$ cat src/rtl/prot_pkg.sv
package prot_pkg;

    localparam int VERSION_ID = 3;
    localparam int CAUSE_VEC  = 6;
    localparam int EN_POS     = 30;
    localparam int PERM_LSB   = 3;
    localparam int PERM_W     = 6;
    localparam int SZ_W       = 5;
    localparam int SZ_HI_LSB  = 9;
    localparam int BASE_LSB   = 5;
    localparam int BASE_W     = 32 - BASE_LSB;
    localparam int IDX_W      = 4;
    localparam int MAX_REGIONS = 1 << IDX_W;

    localparam logic [3:0] GRP_CTL  = 4'h0;
    localparam logic [3:0] GRP_BASE = 4'h1;
    localparam logic [3:0] GRP_PERM = 4'h2;

    localparam logic [3:0] CTL_BUILD = 4'h0;
    localparam logic [3:0] CTL_EN    = 4'h1;
    localparam logic [3:0] CTL_CAUSE = 4'h2;

    typedef enum logic [2:0] {
        SEL_NONE,
        SEL_BUILD,
        SEL_EN,
        SEL_CAUSE,
        SEL_BASE,
        SEL_PERM
    } sel_e;

    typedef struct packed {
        logic [BASE_W-1:0] addr;
        logic              valid;
        logic [SZ_W-1:0]   size;
        logic [PERM_W-1:0] perm;
    } rgn_t;

    typedef struct packed {
        logic              en;
        logic              active;
        logic [PERM_W-1:0] dperm;
        logic [1:0]        vtype;
        logic [7:0]        vregion;
        logic [31:0]       rdata;
        logic              rvalid;
        logic              eprv;
        logic              eins;
    } ctl_t;

endpackage

$ cat src/rtl/prot_acc_decode.sv
module prot_acc_decode
    import prot_pkg::*;
#(
    parameter int NUM_REGIONS = 8,
    parameter bit PRESENT     = 1'b1
) (
    input  logic             req,
    input  logic [7:0]       addr,
    input  logic             user_mode,
    output sel_e             sel,
    output logic [IDX_W-1:0] idx,
    output logic             priv_err,
    output logic             instr_err
);

    localparam logic [IDX_W:0] NUM_L = (IDX_W+1)'(NUM_REGIONS);

    logic [3:0] grp;
    sel_e       raw_sel;
    logic       in_range;

    always_comb begin
        grp      = addr[7:4];
        idx      = addr[IDX_W-1:0];
        in_range = ({1'b0, idx} < NUM_L);
        raw_sel  = SEL_NONE;
        case (grp)
            GRP_CTL: begin
                case (idx)
                    CTL_BUILD: raw_sel = SEL_BUILD;
                    CTL_EN:    raw_sel = SEL_EN;
                    CTL_CAUSE: raw_sel = SEL_CAUSE;
                    default:   raw_sel = SEL_NONE;
                endcase
            end
            GRP_BASE: raw_sel = in_range ? SEL_BASE : SEL_NONE;
            GRP_PERM: raw_sel = in_range ? SEL_PERM : SEL_NONE;
            default:  raw_sel = SEL_NONE;
        endcase

        sel       = SEL_NONE;
        priv_err  = 1'b0;
        instr_err = 1'b0;
        if (req) begin
            if (user_mode) begin
                priv_err = 1'b1;
            end else if (!PRESENT || raw_sel == SEL_NONE) begin
                instr_err = 1'b1;
            end else begin
                sel = raw_sel;
            end
        end
    end

endmodule

$ cat src/rtl/prot_size_mask.sv
module prot_size_mask
    import prot_pkg::*;
(
    input  logic [SZ_W-1:0] size_code,
    output logic [31:0]     mask
);

    logic [SZ_W-1:0] eff;
    logic [31:0]     span;

    always_comb begin
        eff  = (size_code < SZ_W'(4)) ? SZ_W'(4) : size_code;
        span = (32'd2 << eff) - 32'd1;
        mask = (eff == SZ_W'(31)) ? 32'd0 : ~span;
    end

endmodule

$ cat src/rtl/prot_ctrl_regs.sv
module prot_ctrl_regs
    import prot_pkg::*;
#(
    parameter int NUM_REGIONS = 8,
    parameter bit PRESENT     = 1'b1
) (
    input  logic                       clk,
    input  logic                       rst_n,
    input  logic                       acc_valid,
    input  logic                       acc_write,
    input  logic [7:0]                 acc_addr,
    input  logic [31:0]                acc_wdata,
    input  logic                       user_mode,
    input  logic                       viol_valid,
    input  logic [1:0]                 viol_type,
    input  logic [7:0]                 viol_region,
    input  logic                       mchk,
    output logic [31:0]                rd_data,
    output logic                       rd_valid,
    output logic                       err_priv,
    output logic                       err_instr,
    output logic                       unit_active,
    output logic [PERM_W-1:0]          dflt_perm,
    output logic [NUM_REGIONS-1:0]     rgn_valid,
    output logic [NUM_REGIONS*32-1:0]  rgn_base,
    output logic [NUM_REGIONS*32-1:0]  rgn_mask,
    output logic [NUM_REGIONS*PERM_W-1:0] rgn_perm
);

    localparam logic [7:0] BUILD_CNT = 8'(NUM_REGIONS);
    localparam logic [7:0] BUILD_VER = PRESENT ? 8'(VERSION_ID) : 8'd0;

    ctl_t ctl_d, ctl_q;
    rgn_t rgn_d [NUM_REGIONS];
    rgn_t rgn_q [NUM_REGIONS];

    sel_e             sel;
    logic [IDX_W-1:0] idx;
    logic             dec_priv;
    logic             dec_instr;
    logic [31:0]      rd_mux;
    logic             en_bit;

    prot_acc_decode #(
        .NUM_REGIONS (NUM_REGIONS),
        .PRESENT     (PRESENT)
    ) i_decode (
        .req       (acc_valid),
        .addr      (acc_addr),
        .user_mode (user_mode),
        .sel       (sel),
        .idx       (idx),
        .priv_err  (dec_priv),
        .instr_err (dec_instr)
    );

    // read multiplexer: packs the selected word
    always_comb begin
        rd_mux = 32'd0;
        case (sel)
            SEL_BUILD: rd_mux = {16'd0, BUILD_CNT, BUILD_VER};
            SEL_EN:    rd_mux = {1'b0, ctl_q.en, 21'd0, ctl_q.dperm, 3'd0};
            SEL_CAUSE: rd_mux = {8'd0, 8'(CAUSE_VEC), 6'd0, ctl_q.vtype, ctl_q.vregion};
            SEL_BASE: begin
                for (int i = 0; i < NUM_REGIONS; i++) begin
                    if (idx == IDX_W'(i)) begin
                        rd_mux = {rgn_q[i].addr, 4'd0, rgn_q[i].valid};
                    end
                end
            end
            SEL_PERM: begin
                for (int i = 0; i < NUM_REGIONS; i++) begin
                    if (idx == IDX_W'(i)) begin
                        rd_mux = {20'd0, rgn_q[i].size[4:2], rgn_q[i].perm,
                                  1'b0, rgn_q[i].size[1:0]};
                    end
                end
            end
            default: rd_mux = 32'd0;
        endcase
    end

    // next-state computation
    always_comb begin
        ctl_d        = ctl_q;
        ctl_d.rvalid = 1'b0;
        ctl_d.eprv   = dec_priv;
        ctl_d.eins   = dec_instr;
        for (int i = 0; i < NUM_REGIONS; i++) begin
            rgn_d[i] = rgn_q[i];
        end

        if (viol_valid) begin
            ctl_d.vtype   = viol_type;
            ctl_d.vregion = viol_region;
        end

        if (acc_write) begin
            case (sel)
                SEL_EN: begin
                    ctl_d.en     = acc_wdata[EN_POS];
                    ctl_d.active = acc_wdata[EN_POS];
                    ctl_d.dperm  = acc_wdata[PERM_LSB +: PERM_W];
                end
                SEL_BASE: begin
                    for (int i = 0; i < NUM_REGIONS; i++) begin
                        if (idx == IDX_W'(i)) begin
                            rgn_d[i].addr  = acc_wdata[31:BASE_LSB];
                            rgn_d[i].valid = acc_wdata[0];
                        end
                    end
                end
                SEL_PERM: begin
                    for (int i = 0; i < NUM_REGIONS; i++) begin
                        if (idx == IDX_W'(i)) begin
                            rgn_d[i].size = {acc_wdata[SZ_HI_LSB +: 3], acc_wdata[1:0]};
                            rgn_d[i].perm = acc_wdata[PERM_LSB +: PERM_W];
                        end
                    end
                end
                default: ;
            endcase
        end else if (sel != SEL_NONE) begin
            ctl_d.rvalid = 1'b1;
            ctl_d.rdata  = rd_mux;
        end

        if (mchk) begin
            ctl_d.active = 1'b0;
        end
    end

    always_ff @(posedge clk or negedge rst_n) begin
        if (!rst_n) begin
            ctl_q <= '0;
            for (int i = 0; i < NUM_REGIONS; i++) begin
                rgn_q[i] <= '0;
            end
        end else begin
            ctl_q <= ctl_d;
            for (int i = 0; i < NUM_REGIONS; i++) begin
                rgn_q[i] <= rgn_d[i];
            end
        end
    end

    assign rd_data     = ctl_q.rdata;
    assign rd_valid    = ctl_q.rvalid;
    assign err_priv    = ctl_q.eprv;
    assign err_instr   = ctl_q.eins;
    assign unit_active = ctl_q.active;
    assign dflt_perm   = ctl_q.dperm;
    assign en_bit      = ctl_q.en;

    for (genvar g = 0; g < NUM_REGIONS; g++) begin : g_rgn
        assign rgn_valid[g]               = rgn_q[g].valid;
        assign rgn_base[g*32 +: 32]       = {rgn_q[g].addr, 5'd0};
        assign rgn_perm[g*PERM_W +: PERM_W] = rgn_q[g].perm;

        prot_size_mask i_mask (
            .size_code (rgn_q[g].size),
            .mask      (rgn_mask[g*32 +: 32])
        );
    end

endmodule

$ cat config.mk
export PLATFORM = sky130hd
export DESIGN_NAME = prot_ctrl_regs
export DESIGN_NICKNAME = d
export VERILOG_FILES = /design/src/rtl/prot_pkg.sv /design/src/rtl/prot_acc_decode.sv /design/src/rtl/prot_size_mask.sv /design/src/rtl/prot_ctrl_regs.sv
export SDC_FILE = /design/constraint.sdc
export NUM_CORES = 1
export LEC_CHECK = 0
export BUFFER_PORTS_ARGS = -buffer_cell sky130_fd_sc_hd__buf_2
export CAP_MARGIN = 20
export CORE_AREA = 2 2 258 260
export CTS_CLUSTER_SIZE = 30
export DETAILED_ROUTE_END_ITERATION = 6
export DIE_AREA = 0 0 260 262
export HOLD_SLACK_MARGIN = 0.1
export SLEW_MARGIN = 0
export SYNTH_ARGS = -nofsm -noshare
export SYNTH_HDL_FRONTEND = slang
export SYNTH_SLANG_ARGS = --single-unit
$ cat constraint.sdc
create_clock -name clk -period 4.7 [get_ports clk]
set_clock_uncertainty 0.05 [all_clocks]
set_input_delay 0.47 -clock clk [delete_from_list [all_inputs] [get_ports clk]]
set_output_delay 0.47 -clock clk [all_outputs]
set_load 0.02 [all_outputs]
Word-level counts from Yosys, hierarchy flattened:

Cells that the tools add are included.

* bits of input ports: 57
* logic and storage cells: 172
* output and inout bits: 610
* register bits after elaboration: 365

* reductions and logical operators: 25
* multiplexer cells: 50
* $lt $le $gt $ge: 9
* bitwise logic cells: 9
* $add $sub $neg: 8
* shifts and indexed selects: 8
* equality and inequality tests: 22

Operators with widths (number)
* 2-to-1 mux 32 bit: 23
* NOT 32 bit: 8
* << shifter 2 x 5 -> 32 bit (first input constant): 8
* subtractor 32 x 1 -> 32 bit (second input constant): 8
* case mux 32 bit (5 select lines): 1
* AND reduction 3 bit: 16
* == test 5 bit (second input constant): 8
* < comparator 5 x 3 -> 1 bit (second input constant): 8
* 2-to-1 mux 5 bit: 8
* == test 4 x 3 -> 1 bit (second input constant): 4
* 2-to-1 mux 3 bit: 5
* 2-to-1 mux 7 bit: 2
* == test 4 x 2 -> 1 bit (second input constant): 3
* 2-to-1 mux 12 bit: 1
* case mux 3 bit (3 select lines): 1
* == test 4 x 1 -> 1 bit (second input constant): 2
* logical NOT 4 bit: 2
* 2-to-1 mux 1 bit: 8
* == test 3 x 2 -> 1 bit (second input constant): 2
* == test 3 bit (second input constant): 2
* case mux 2 bit (3 select lines): 1
* AND reduction 2 bit: 3
* < comparator 4 bit (second input constant): 1
* nonzero test 2 bit: 2
* 4 further kinds: 4

Logic depth before layout (Yosys ltp):

Gate-level depths: netlist (run 1).

* word-level depth: 11
* mapped depth: 9
* depth with buffers taken out: 6

Hierarchy:

A second synthesis (run 1) with hierarchy kept.

* cell total of the unflattened synthesis: 2341
* area, all modules: 24039.3 um^2

By module, submodules not included
* prot_ctrl_regs: seq. area each 9133.8 um^2, cells each 1523, instances 1, area each 19160.9 um^2
* prot_size_mask at g_rgn[0].i_mask ...: seq. area each 0.0 um^2, cells each 101, instances 7, area each 604.3 um^2
* prot_size_mask at g_rgn[7].i_mask: seq. area each 0.0 um^2, cells each 92, instances 1, area each 506.7 um^2
* prot_acc_decode: seq. area each 0.0 um^2, cells each 19, instances 1, area each 141.4 um^2

Worst setup path before layout (run 1):

OpenSTA, ideal clock, no wires.

* path kind: flip-flop to output port
* from: register rgn_q[48] (netlist bit)
* to: output port rgn_mask[197]
* setup slack: 2.461 ns
* path buffers: 2
* stages on the path, launching flop included: 7
* data arrival time: 1.719 ns
* cells stage by stage: dfrtp_1 -> clkbuf_1 -> and2_0 -> clkbuf_1 -> inv_1 -> o21ai_0 -> a221oi_1

* word-level cells in the longest chain between the ends: 6
* elaborated cells on any way between the ends: 7
* those cells by class: 1 x add/sub; 1 x order compare; 1 x eq/ne; 1 x shift; 2 x mux; 1 x bitwise

RTL lines
* start: declaration: line prot_ctrl_regs.sv:35 `rgn_t rgn_q [NUM_REGIONS];`
* start signal: indexed assignment: line prot_ctrl_regs.sv:142 `rgn_q[i] <= rgn_d[i];`
* < comparator 5 x 3 -> 1 bit: line prot_size_mask.sv:12 `eff = (size_code < SZ_W'(4)) ? SZ_W'(4) : size_code;`
* 2-to-1 mux 5 bit *: line prot_size_mask.sv:12
* << shifter 2 x 5 -> 32 bit: line prot_size_mask.sv:13 `span = (32'd2 << eff) - 32'd1;`
* subtractor 32 x 1 -> 32 bit: line prot_size_mask.sv:13
* NOT 32 bit: line prot_size_mask.sv:14 `mask = (eff == SZ_W'(31)) ? 32'd0 : ~span;`
* 2-to-1 mux 32 bit *: line prot_size_mask.sv:14
* end: declaration: line prot_ctrl_regs.sv:26 `output logic [NUM_REGIONS*32-1:0] rgn_mask,`

Every way passes the cells marked *; elsewhere a longest branch is shown, timed or not.

Final worst setup path (run 1):

Same ends and word-level chain as after synthesis.

==> metrics.yaml, run 1 <==
outcome:
  outcome: "finished, final reports clean"
floorplanning:
  die_width_um: 260
  rows: 94
  coreArea_sq_um: 65280
  die_h_um: 262
  io_pins: 667
  die_area_sq_um: 68120
  start_util_pct: 33.34
clocking:
  cts_buffers: 41
  htree_levels: 2
  cts_setup_buffers: 0
  insertion_delay_ns: 0.57
  clkSlewWorstSetupHoldPaths_ns: 0.06
  cts_buffer_depth: 3
  root_buffer: "clkbuf_16"
  cts.sink_count: 365
  cts_tree: "built"
timing:
  tns_ns: 0
  min_period_ns: 3.234
  final-setup-viol-count: 0
  fmax_mhz: 309.2
  grt_setup_unrepaired: "no"
  fin_hold_ws_ns: 0.1708
  maxSlewViolCount: 0
  finalCritPeriodShare_pct: 68.80
  worstMarginPinSlew_ns: 1.085
  relSlewSlack_pct: 27.70
  finalHoldViolCount: 0
global_routing:
  grtUsageTotal_pct: 24.12
  grt_pass1_wl_mm: 123.0
  grt_max_degree: 108
  antenna_found_initial: 2
  gr-total-overflow: 0
  grt_pass1_vias: 17899
yosys:
  synth_warnings: 0
  syn_inst: 2100
  synth_seq_area_share_pct: 41.98
  synth_flop_cell: "dfrtp_1"
  synth_cell_types: 80
  synth-edff-count: 0
  synth_area_sq_um: 21760
  ys_ff_latch: 365
  async_flop_share_pct: 100.0
  synth_area_per_cell_sq_um: 10.36
critical_path:
  r2r_cells: 5
  worst_ep_arrival_time_ns: 2.71
  max_stage_delay_ns: 0.89
  crit_chain: "and2_0, inv_1, o21ai_0, a221oi_1, buf_2"
  crit_fanout: 27
  crit_required_ns: 4.18
  path_class: "register to primary output"
  critPathSlowestCell: "dfrtp_1"
  end_kind: "primary output"
  critPathLaunchType: "register"
pwr:
  leakagePower_nw: 13.38
  peakVddDrop_mv: 0.2893
  cellPowerDensity_nw_per_um2: 275.2
drt:
  postRouteAntennaNets: 0
  totalWireLength_mm: 85.68
  first_pass_iters: 5
  viasPerCell: 5.440
  drt-initial-drc-count: 1334
  drc: 0
  wl_met1_mm: 34.45
  avgRoutedWirePerCell_um: 25.12
  via_count: 18555
  met3WireLength_mm: 6.568
  top_layer_used: "met4"
  wl_met2_mm: 41.73
place:
  placed_area_sq_um: 24600
  gp_congestion: 0.9145
  io_buffers: 585
  dp_hpwl_mm: 61.43
layout:
  design_area_sq_um: 26060
  layout_commonest_cell: "buf_2"
  seq_area_sq_um: 9134
  fill_cells: 6444
  multi_input_area_sq_um: 11090
  areaGrowthSynthToFinish_pct: 19.75
  layout-drive-gt1-share_pct: 32.17
  nets: 2583
  final_cell_mix: "buf_2, dfrtp_1, mux2_1"
worst_hold_path:
  min_path_type: "input pin to register"
  min_delay_path_depth: 2
run:
  drv_cap: 0
-- synth_stat cells, types with 8 or more instances --
master | n | share of area, %
dfrtp_1 | 365 | 42
mux2_1 | 259 | 13
clkbuf_1 | 153 | 2.6
nand2_1 | 150 | 2.6
o21ai_0 | 127 | 2.9
buf_4 | 115 | 4.0
nor2_1 | 102 | 1.8
mux2_2 | 72 | 3.7
a21oi_1 | 67 | 1.5
mux2i_1 | 43 | 2.0
buf_2 | 42 | 0.97
mux4_2 | 35 | 3.6
a22o_1 | 32 | 1.3
nor3_1 | 32 | 0.74
inv_1 | 31 | 0.53
and2_1 | 30 | 0.86
nor2b_1 | 27 | 0.78
a221oi_1 | 26 | 1.0
a21o_1 | 25 | 0.86
and3_1 | 24 | 0.69
o21ai_1 | 23 | 0.53
nand3_1 | 19 | 0.44
o31ai_1 | 19 | 0.66
buf_1 | 17 | 0.29
nand2b_1 | 17 | 0.49
a22oi_1 | 16 | 0.55
a31oi_1 | 15 | 0.43
o21a_1 | 14 | 0.48
nor4_1 | 13 | 0.37
xor2_1 | 13 | 0.52
o211ai_1 | 12 | 0.41
a32oi_1 | 11 | 0.44
or3_1 | 11 | 0.32
o311ai_0 | 10 | 0.40
a211oi_1 | 9 | 0.31
ha_1 | 8 | 0.46
o221ai_1 | 8 | 0.32
o22ai_1 | 8 | 0.23
-- cell type report --
class	count	share of cell area, %
multi-input combinational	1451	42.55
sequential	365	35.05
timing repair buffer	627	12.75
clock buffer	58	4.494
tap	864	4.149
clock inverter	13	0.5330
inverter	32	0.4610
antenna	1	0.009603
-- power breakdown --
group          internal, W  total (W)  switching, W
Combinational     0.000212   0.000725      0.000513
Sequential         0.00319    0.00325     0.0000550
Clock              0.00185    0.00320       0.00135
Total              0.00525    0.00717       0.00192
-- cell families (layout without fill, tap and decap cells) --
logic type / count (synthesis) / in the layout / share of synthesized area [%]
simple gates: 461 / 461 / 10.68
compound gates: 469 / 469 / 14.40
mux: 415 / 415 / 23.14
other cells: 2 / 81 / 0.03451
buf+inv: 362 / 730 / 8.573
fa+ha+maj: 8 / 8 / 0.4600
xor+xnor: 18 / 18 / 0.7245
flops: 365 / 365 / 41.98
-- metal layers --
layer | vias to the layer above | track usage (%)
met3 | 129 | 6.346
met1 | 9439 | 29.51
met2 | 721 | 41.13
met4 | 0 | 8.317
met5 | - | 0
li1 | 8266 | -
-- worst paths after layout --
check	startpoint	to	slack (ns)
max	rgn_q[48]	rgn_mask[197]	1.47
min	acc_wdata[17]	rgn_base[113]	0.17
max reg2reg	rgn_q[9]	rd_data[10]	2.61
min reg2reg	rd_data[2]	rd_data[2]	0.43
max in group asynchronous	rst_n	rgn_base[5]	2.89
min in group asynchronous	rst_n	rgn_base[125]	0.49
-- timing repair --
action	4_1_cts	5_1_grt
hold buffers	14	0
hold endpoints to repair	115	0
gates resized for setup	0	0
-- flip-flops by register name, summed over array words and instances, names as in the netlist --
register / count
rgn_perm: 48
rd_data: 32
rd_valid: 1
en_bit: 1
err_priv: 1
ctl_q: 10
rgn_q: 40
unit_active: 1
dflt_perm: 6
rgn_base: 216
rgn_valid: 8
err_instr: 1
-- worst max-delay path: cells and delay by family (launching register included) --
kind | cells | cell delay, ns
buffers and inverters | 2 | 0.31
DFF | 1 | 0.89
AOI/OAI and AO/OA | 2 | 0.45
and+or+nand+nor | 1 | 0.51
-- metrics by stage --
stage | cells | utilization, % | worst slack, ns | power (W)
3_5_place_dp | 3325 | 37.69 | 1.214 | 0.004009
6_report | 3411 | 39.92 | 1.466 | 0.007170
4_1_cts | 3410 | 39.92 | 1.430 | 0.007239
2_1_floorplan | 2178 | - | 2.461 | 0.003774
3_3_place_gp | 3325 | 37.69 | 1.318 | 0.003997
5_1_grt | 3410 | 39.92 | 1.262 | 0.007444
Power figures use the tool's default switching activity.
==> run 2, diff against run 1 <==
Settings changed: ABC_AREA from default to 1, CORE_AREA 2 2 258 260 to 2 2 256 258, DIE_AREA 0 0 260 262 to 0 0 258 260.
Clock period 4.7 ns to 2.7 ns, I/O delays scaled along.
==> run 2 against run 1 <==
Die area is 1.5% lower. Via count is 23% higher. Critical path type unchanged. Power is 79% higher. Largest cell class unchanged.
==> metrics.yaml, run 2 <==
timing:
  fmax_mhz: 374.3
  finalCritPeriodShare_pct: 98.94
  relSlewSlack_pct: 30.65
  worstMarginPinSlew_ns: 1.029
  min_period_ns: 2.671
  final-setup-viol-count: 0
  tns_ns: 0
  grt_setup_unrepaired: "yes"
  maxSlewViolCount: 0
  finalHoldViolCount: 0
global_routing:
  use_met2_pct: 47.29
  antenna_found_initial: 5
  grt_pass1_vias: 21009
  busiest_layer: "met2"
  gr-total-overflow: 0
  grtUsageMet1_pct: 32.71
  grtUsageTotal_pct: 27.40
  use_met3_pct: 7.388
  grt_max_degree: 71
  grt_pass1_wl_mm: 138.7
clocking:
  cts.sink_count: 365
  insertion_delay_ns: 0.58
  cts_buffers: 43
  clkSlewWorstSetupHoldPaths_ns: 0.06
  cts_tree: "built"
  htree_levels: 2
  cts_buffer_depth: 3
  root_buffer: "clkbuf_16"
critical_path:
  path_class: "register to primary output"
  end_kind: "primary output"
  worst_ep_arrival_time_ns: 2.35
  reg2reg_slack_ns: 0.59
  crit_fanout: 5
  crit_required_ns: 2.38
  critPathLaunchType: "register"
yosys:
  synth_seq_area_share_pct: 42.80
  synth_flop_cell: "dfrtp_1"
  synth_area_leaders: "dfrtp_1, nand2_1, o21ai_0"
  async_flop_share_pct: 100.0
  synth-edff-count: 0
  synth_cell_types: 52
  ys_ff_latch: 365
  yosysMostFrequentCell: "nand2_1"
  synth_top_area_share_pct: 42.80
  synthTopCellsByCount: "nand2_1, o21ai_0, dfrtp_1"
  synth_warnings: 0
  yosys.area.top_type: "dfrtp_1"
  synth_area_sq_um: 21340
  syn_inst: 2956
  synth_area_per_cell_sq_um: 7.219
layout:
  nets: 3692
  antenna_cells: 0
  layout_commonest_cell: "nand2_1"
  areaGrowthSynthToFinish_pct: 31.76
  layout-drive-gt1-share_pct: 28.85
  largest_reg_flops: 216
  final_cell_mix: "nand2_1, buf_2, o21ai_0"
  utilization_pct: 43.85
drt:
  avgRoutedWirePerCell_um: 21.18
  postRouteAntennaNets: 0
  totalWireLength_mm: 95.58
  drc: 0
  via_count: 22852
  viasPerCell: 5.065
  first_pass_iters: 6
  drt-initial-drc-count: 2042
place:
  gp_congestion: 0.9211
  io_buffers: 585
  dp_hpwl_mm: 72.01
floorplanning:
  die_area_sq_um: 67080
  die_width_um: 258
  io_pins: 667
  coreArea_sq_um: 64120
  die_h_um: 260
  rows: 93
  start_util_pct: 33.28
pwr:
  cellPowerDensity_nw_per_um2: 455.9
  peakVddDrop_mv: 0.4454
  leakagePower_nw: 14.20
outcome:
  outcome: "finished, final reports clean"
run:
  drv_cap: 0
worst_hold_path:
  min_path_type: "input pin to register"
[run 2: cell count changes after synthesis, sizes merged, moves of 43 or more]
cell	previous run	this run
mux2	337	9
inv	32	213
mux2i	43	0
nor2	103	273
nand3	22	155
nand2	152	835
clkbuf	153	84
nand4	4	89
o21ai	151	436
[run 2: metal layers]
layer  routed length, um  part of all wire [%]  vias up
met5                  50                 0.052        -
met2               46910                    49     1007
li1                    -                     -    10895
met1               36480                    38    10767
met3                8458                   8.8      175
met4                3674                   3.8        8
[run 2: what timing repair did]
item                       4_1_cts  5_1_grt
buffers inserted                26       40
gates resized for setup         71      124
hold buffers                    33        0
hold endpoints to repair       133        0
pin swaps                        9       31
setup endpoints to repair       78       71
[run 2: cells by family after synthesis]
logic type      share of synthesized area [%]
simple gates                            28.55
compound gates                          15.10
buf+inv                                 11.57
flops                                   42.80
xor+xnor                               0.9850
mux                                    0.4749
fa+ha+maj                              0.4691
other cells                           0.03519
[run 2: area by class of cell]
cell class,count,area (sq um)
inverters,229,883.3
clock inverters,15,190.2
fillers,6694,36000
well taps,855,1070
multi-input cells,2168,10440
repair buffers,820,5135
clock buffers,60,1240
flip-flops and latches,365,9158
[run 2: power breakdown]
group	switching [W]	internal (W)
Sequential	0.0000768	0.00558
Clock	0.00247	0.00351
Combinational	0.000864	0.000321
Total	0.00341	0.00940
[run 2: path summary, 6_finish.rpt]
check                      depth (start not counted)     startpoint            end
max in group asynchronous                          3          rst_n       rgn_q[8]
min in group asynchronous                          2          rst_n  rgn_base[245]
setup / recovery                                   9     rgn_q[283]   rgn_mask[29]
hold / removal                                     3  acc_wdata[26]   rgn_base[26]
setup reg to reg                                  11     rgn_q[283]    rd_data[11]
hold reg to reg                                    2     rd_data[5]     rd_data[5]
[run 2: worst max-delay path: stages (launching register included)]
cell and delay [ns]:
dfrtp_2 0.43, inv_1 0.08, a21oi_2 0.14, inv_1 0.11, nor2_4 0.16, nand3_4 0.11, nor3b_2 0.24, o21ai_0 0.11
a21oi_1 0.22, buf_4 0.18
[run 2: stage by stage]
stage                     cells  hold slack (ns)  total power, W  instance area (sq um)  worst slack, ns
final                      4512           0.1137         0.01282                  28120          0.02862
after global routing       4512           0.1204         0.01327                  28120         -0.05299
after CTS                  4472           0.1014         0.01294                  27480       -0.0005138
after detailed placement   4338           0.2409        0.006881                  25320           0.2076
after global placement     4338           0.2433        0.006875                  25320           0.2218
after floorplan            3034         -0.07559        0.006411                  21630           0.1920
==> run 3, diff against run 2 <==
Settings changed: CORE_AREA 2 2 256 258 to 5 5 259 261, DIE_AREA 0 0 258 260 to 0 0 264 266.
Clock period 2.7 ns to 2.8 ns, I/O delays scaled along.
==> run 3 against run 2 <==
Routed wire length grew 1.4%. Register-to-register slack gained 0.03 ns. Via count shrank 1.4%. Power shrank 3.5%. Sequential power shrank 4%. Sequential share of layout area grew 0.76 points. Cell count shrank 1.1%. Die area grew 4.7%. Largest power group unchanged.
==> metrics.yaml, run 3 (synthesis results as in run 2) <==
timing:
  final-setup-viol-count: 0
  relSlewSlack_pct: 32.83
  finalHoldViolCount: 0
  fmax_mhz: 370.4
  finalCritPeriodShare_pct: 96.43
  worstMarginPinSlew_ns: 1.006
  fin_hold_ws_ns: 0.1161
  maxSlewViolCount: 0
  min_period_ns: 2.700
critical_path:
  path_class: "register to primary output"
  crit_required_ns: 2.47
  cp_common_cell: "nor2_2"
  critPathLaunchType: "register"
  path_delay_family: "simple AND/OR/NAND/NOR gates"
  critPathSlowestCell: "dfrtp_2"
  end_kind: "primary output"
  crit_buf_inv: 2
  crit_chain: "inv_2, a21oi_2, nor2_2, nand2_1, nor2_2, or3_1, or2_2, buf_2"
  crit_fanout: 8
  max_stage_delay_ns: 0.45
  worst_ep_arrival_time_ns: 2.37
clocking:
  insertion_delay_ns: 0.57
  htree_levels: 2
  cts_buffer_depth: 3
  cts.sink_count: 365
  cts_buffers: 43
  clkSlewWorstSetupHoldPaths_ns: 0.06
  root_buffer: "clkbuf_16"
  cts_tree: "built"
run:
  drv_cap: 0
global_routing:
  antenna_found_initial: 5
  gr-total-overflow: 0
  grt_pass1_vias: 21042
  grt_max_degree: 72
  grtUsageTotal_pct: 25.96
  grt_pass1_wl_mm: 140.5
place:
  io_buffers: 585
  dp_hpwl_mm: 73.09
  gp_congestion: 0.9359
drt:
  first_pass_iters: 5
  avgRoutedWirePerCell_um: 21.72
  totalWireLength_mm: 96.89
  viasPerCell: 5.048
  drc: 0
  postRouteAntennaNets: 0
  via_count: 22521
  drt-initial-drc-count: 1759
layout:
  utilization_pct: 42.77
  layout_commonest_cell: "nand2_1"
  nets: 3635
  largest_reg_flops: 216
  final_cell_mix: "nand2_1, buf_2, o21ai_0"
  layout-drive-gt1-share_pct: 26.65
  areaGrowthSynthToFinish_pct: 28.74
floorplanning:
  coreArea_sq_um: 64230
  start_util_pct: 33.22
  die_h_um: 266
  die_area_sq_um: 70220
  io_pins: 667
  die_width_um: 264
  rows: 93
pwr:
  leakagePower_nw: 13.86
  peakVddDrop_mv: 0.4548
  cellPowerDensity_nw_per_um2: 450.3
outcome:
  outcome: "finished, final reports clean"
worst_hold_path:
  min_path_type: "input pin to register"
==> run 3: cell types whose count changed in the layout (fill, tap and decap cells not counted), moves of 5 or more <==
cell / change
nand2_2: -10
clkbuf_1: +5
nor2_1: +5
a21oi_1: +8
buf_4: -61
nor2_4: -6
inv_2: -6
buf_6: -5
o21ai_0: +10
nand2_1: +10
o21ai_1: -10
buf_2: +13
==> run 3: where the power goes <==
group | internal [W] | switching [W] | leakage [nW] | total [W]
logic | 0.000296 | 0.000833 | 8.13 | 0.00113
registers | 0.00538 | 0.0000746 | 5.03 | 0.00545
clock network | 0.00343 | 0.00236 | 0.702 | 0.00579
==> run 3: worst paths after layout <==
check,from,depth (start not counted),end,slack (ns)
worst max-delay path,rgn_q[163],8,rgn_mask[122],0.1
min in group asynchronous,rst_n,2,rgn_base[153],0.19
worst max register to register,rgn_q[205],12,rd_data[11],0.62
worst min-delay path,acc_wdata[23],3,rgn_base[215],0.12
worst min register to register,rd_data[21],2,rd_data[21],0.42
max in group asynchronous,rst_n,3,rgn_q[48],1.67
==> run 3: cell type report <==
type / count / area (sq um)
clock buffers: 66 / 1284
multi-input cells: 2168 / 10270
inverters: 229 / 894.6
fillers: 6806 / 36760
clock inverters: 11 / 147.6
diodes: 4 / 10.01
flip-flops and latches: 365 / 9156
well taps: 855 / 1070
repair buffers: 763 / 4638
==> run 3: metrics by stage <==
step           setup WS [ns]  power (W)  TNS [ns]  area (sq um)  std cells
6_report             0.09992    0.01237         0         27470       4461
3_3_place_gp          0.1581   0.006617         0         25030       4302
2_1_floorplan         0.2820   0.006182         0         21630       3034
3_5_place_dp          0.1595   0.006622         0         25030       4302
5_1_grt             -0.04579    0.01280   -0.1488         27470       4459
4_1_cts             -0.04562    0.01249  -0.06782         26920       4418
==> run 3: what timing repair did <==
item,in CTS,in global routing
setup buffers,7,39
pin swaps,1,12
resized for setup,40,80
endpoints found under the hold margin,284,0
hold buffers,32,0
setup endpoints to repair,60,75
==> run 3: per-layer routing <==
metal	global-route usage (%)	vias up	share of wire, %
met5	0	-	0.022
met3	6.889	137	7.8
met2	46.03	860	50
met1	31.18	10725	39
li1	-	10795	-
met4	7.441	4	3.1
==> run 3: worst register-to-register path, stage by stage, from the launching register on <==
cell	delay [ns]
dfrtp_2	0.49
clkinvlp_4	0.15
buf_4	0.14
buf_4	0.13
nor2_1	0.07
nor2_1	0.21
nand4_1	0.24
nand2_1	0.15
nand2_1	0.07
nand2_1	0.18
nand2_1	0.10
nand2_1	0.07
nand2_1	0.05
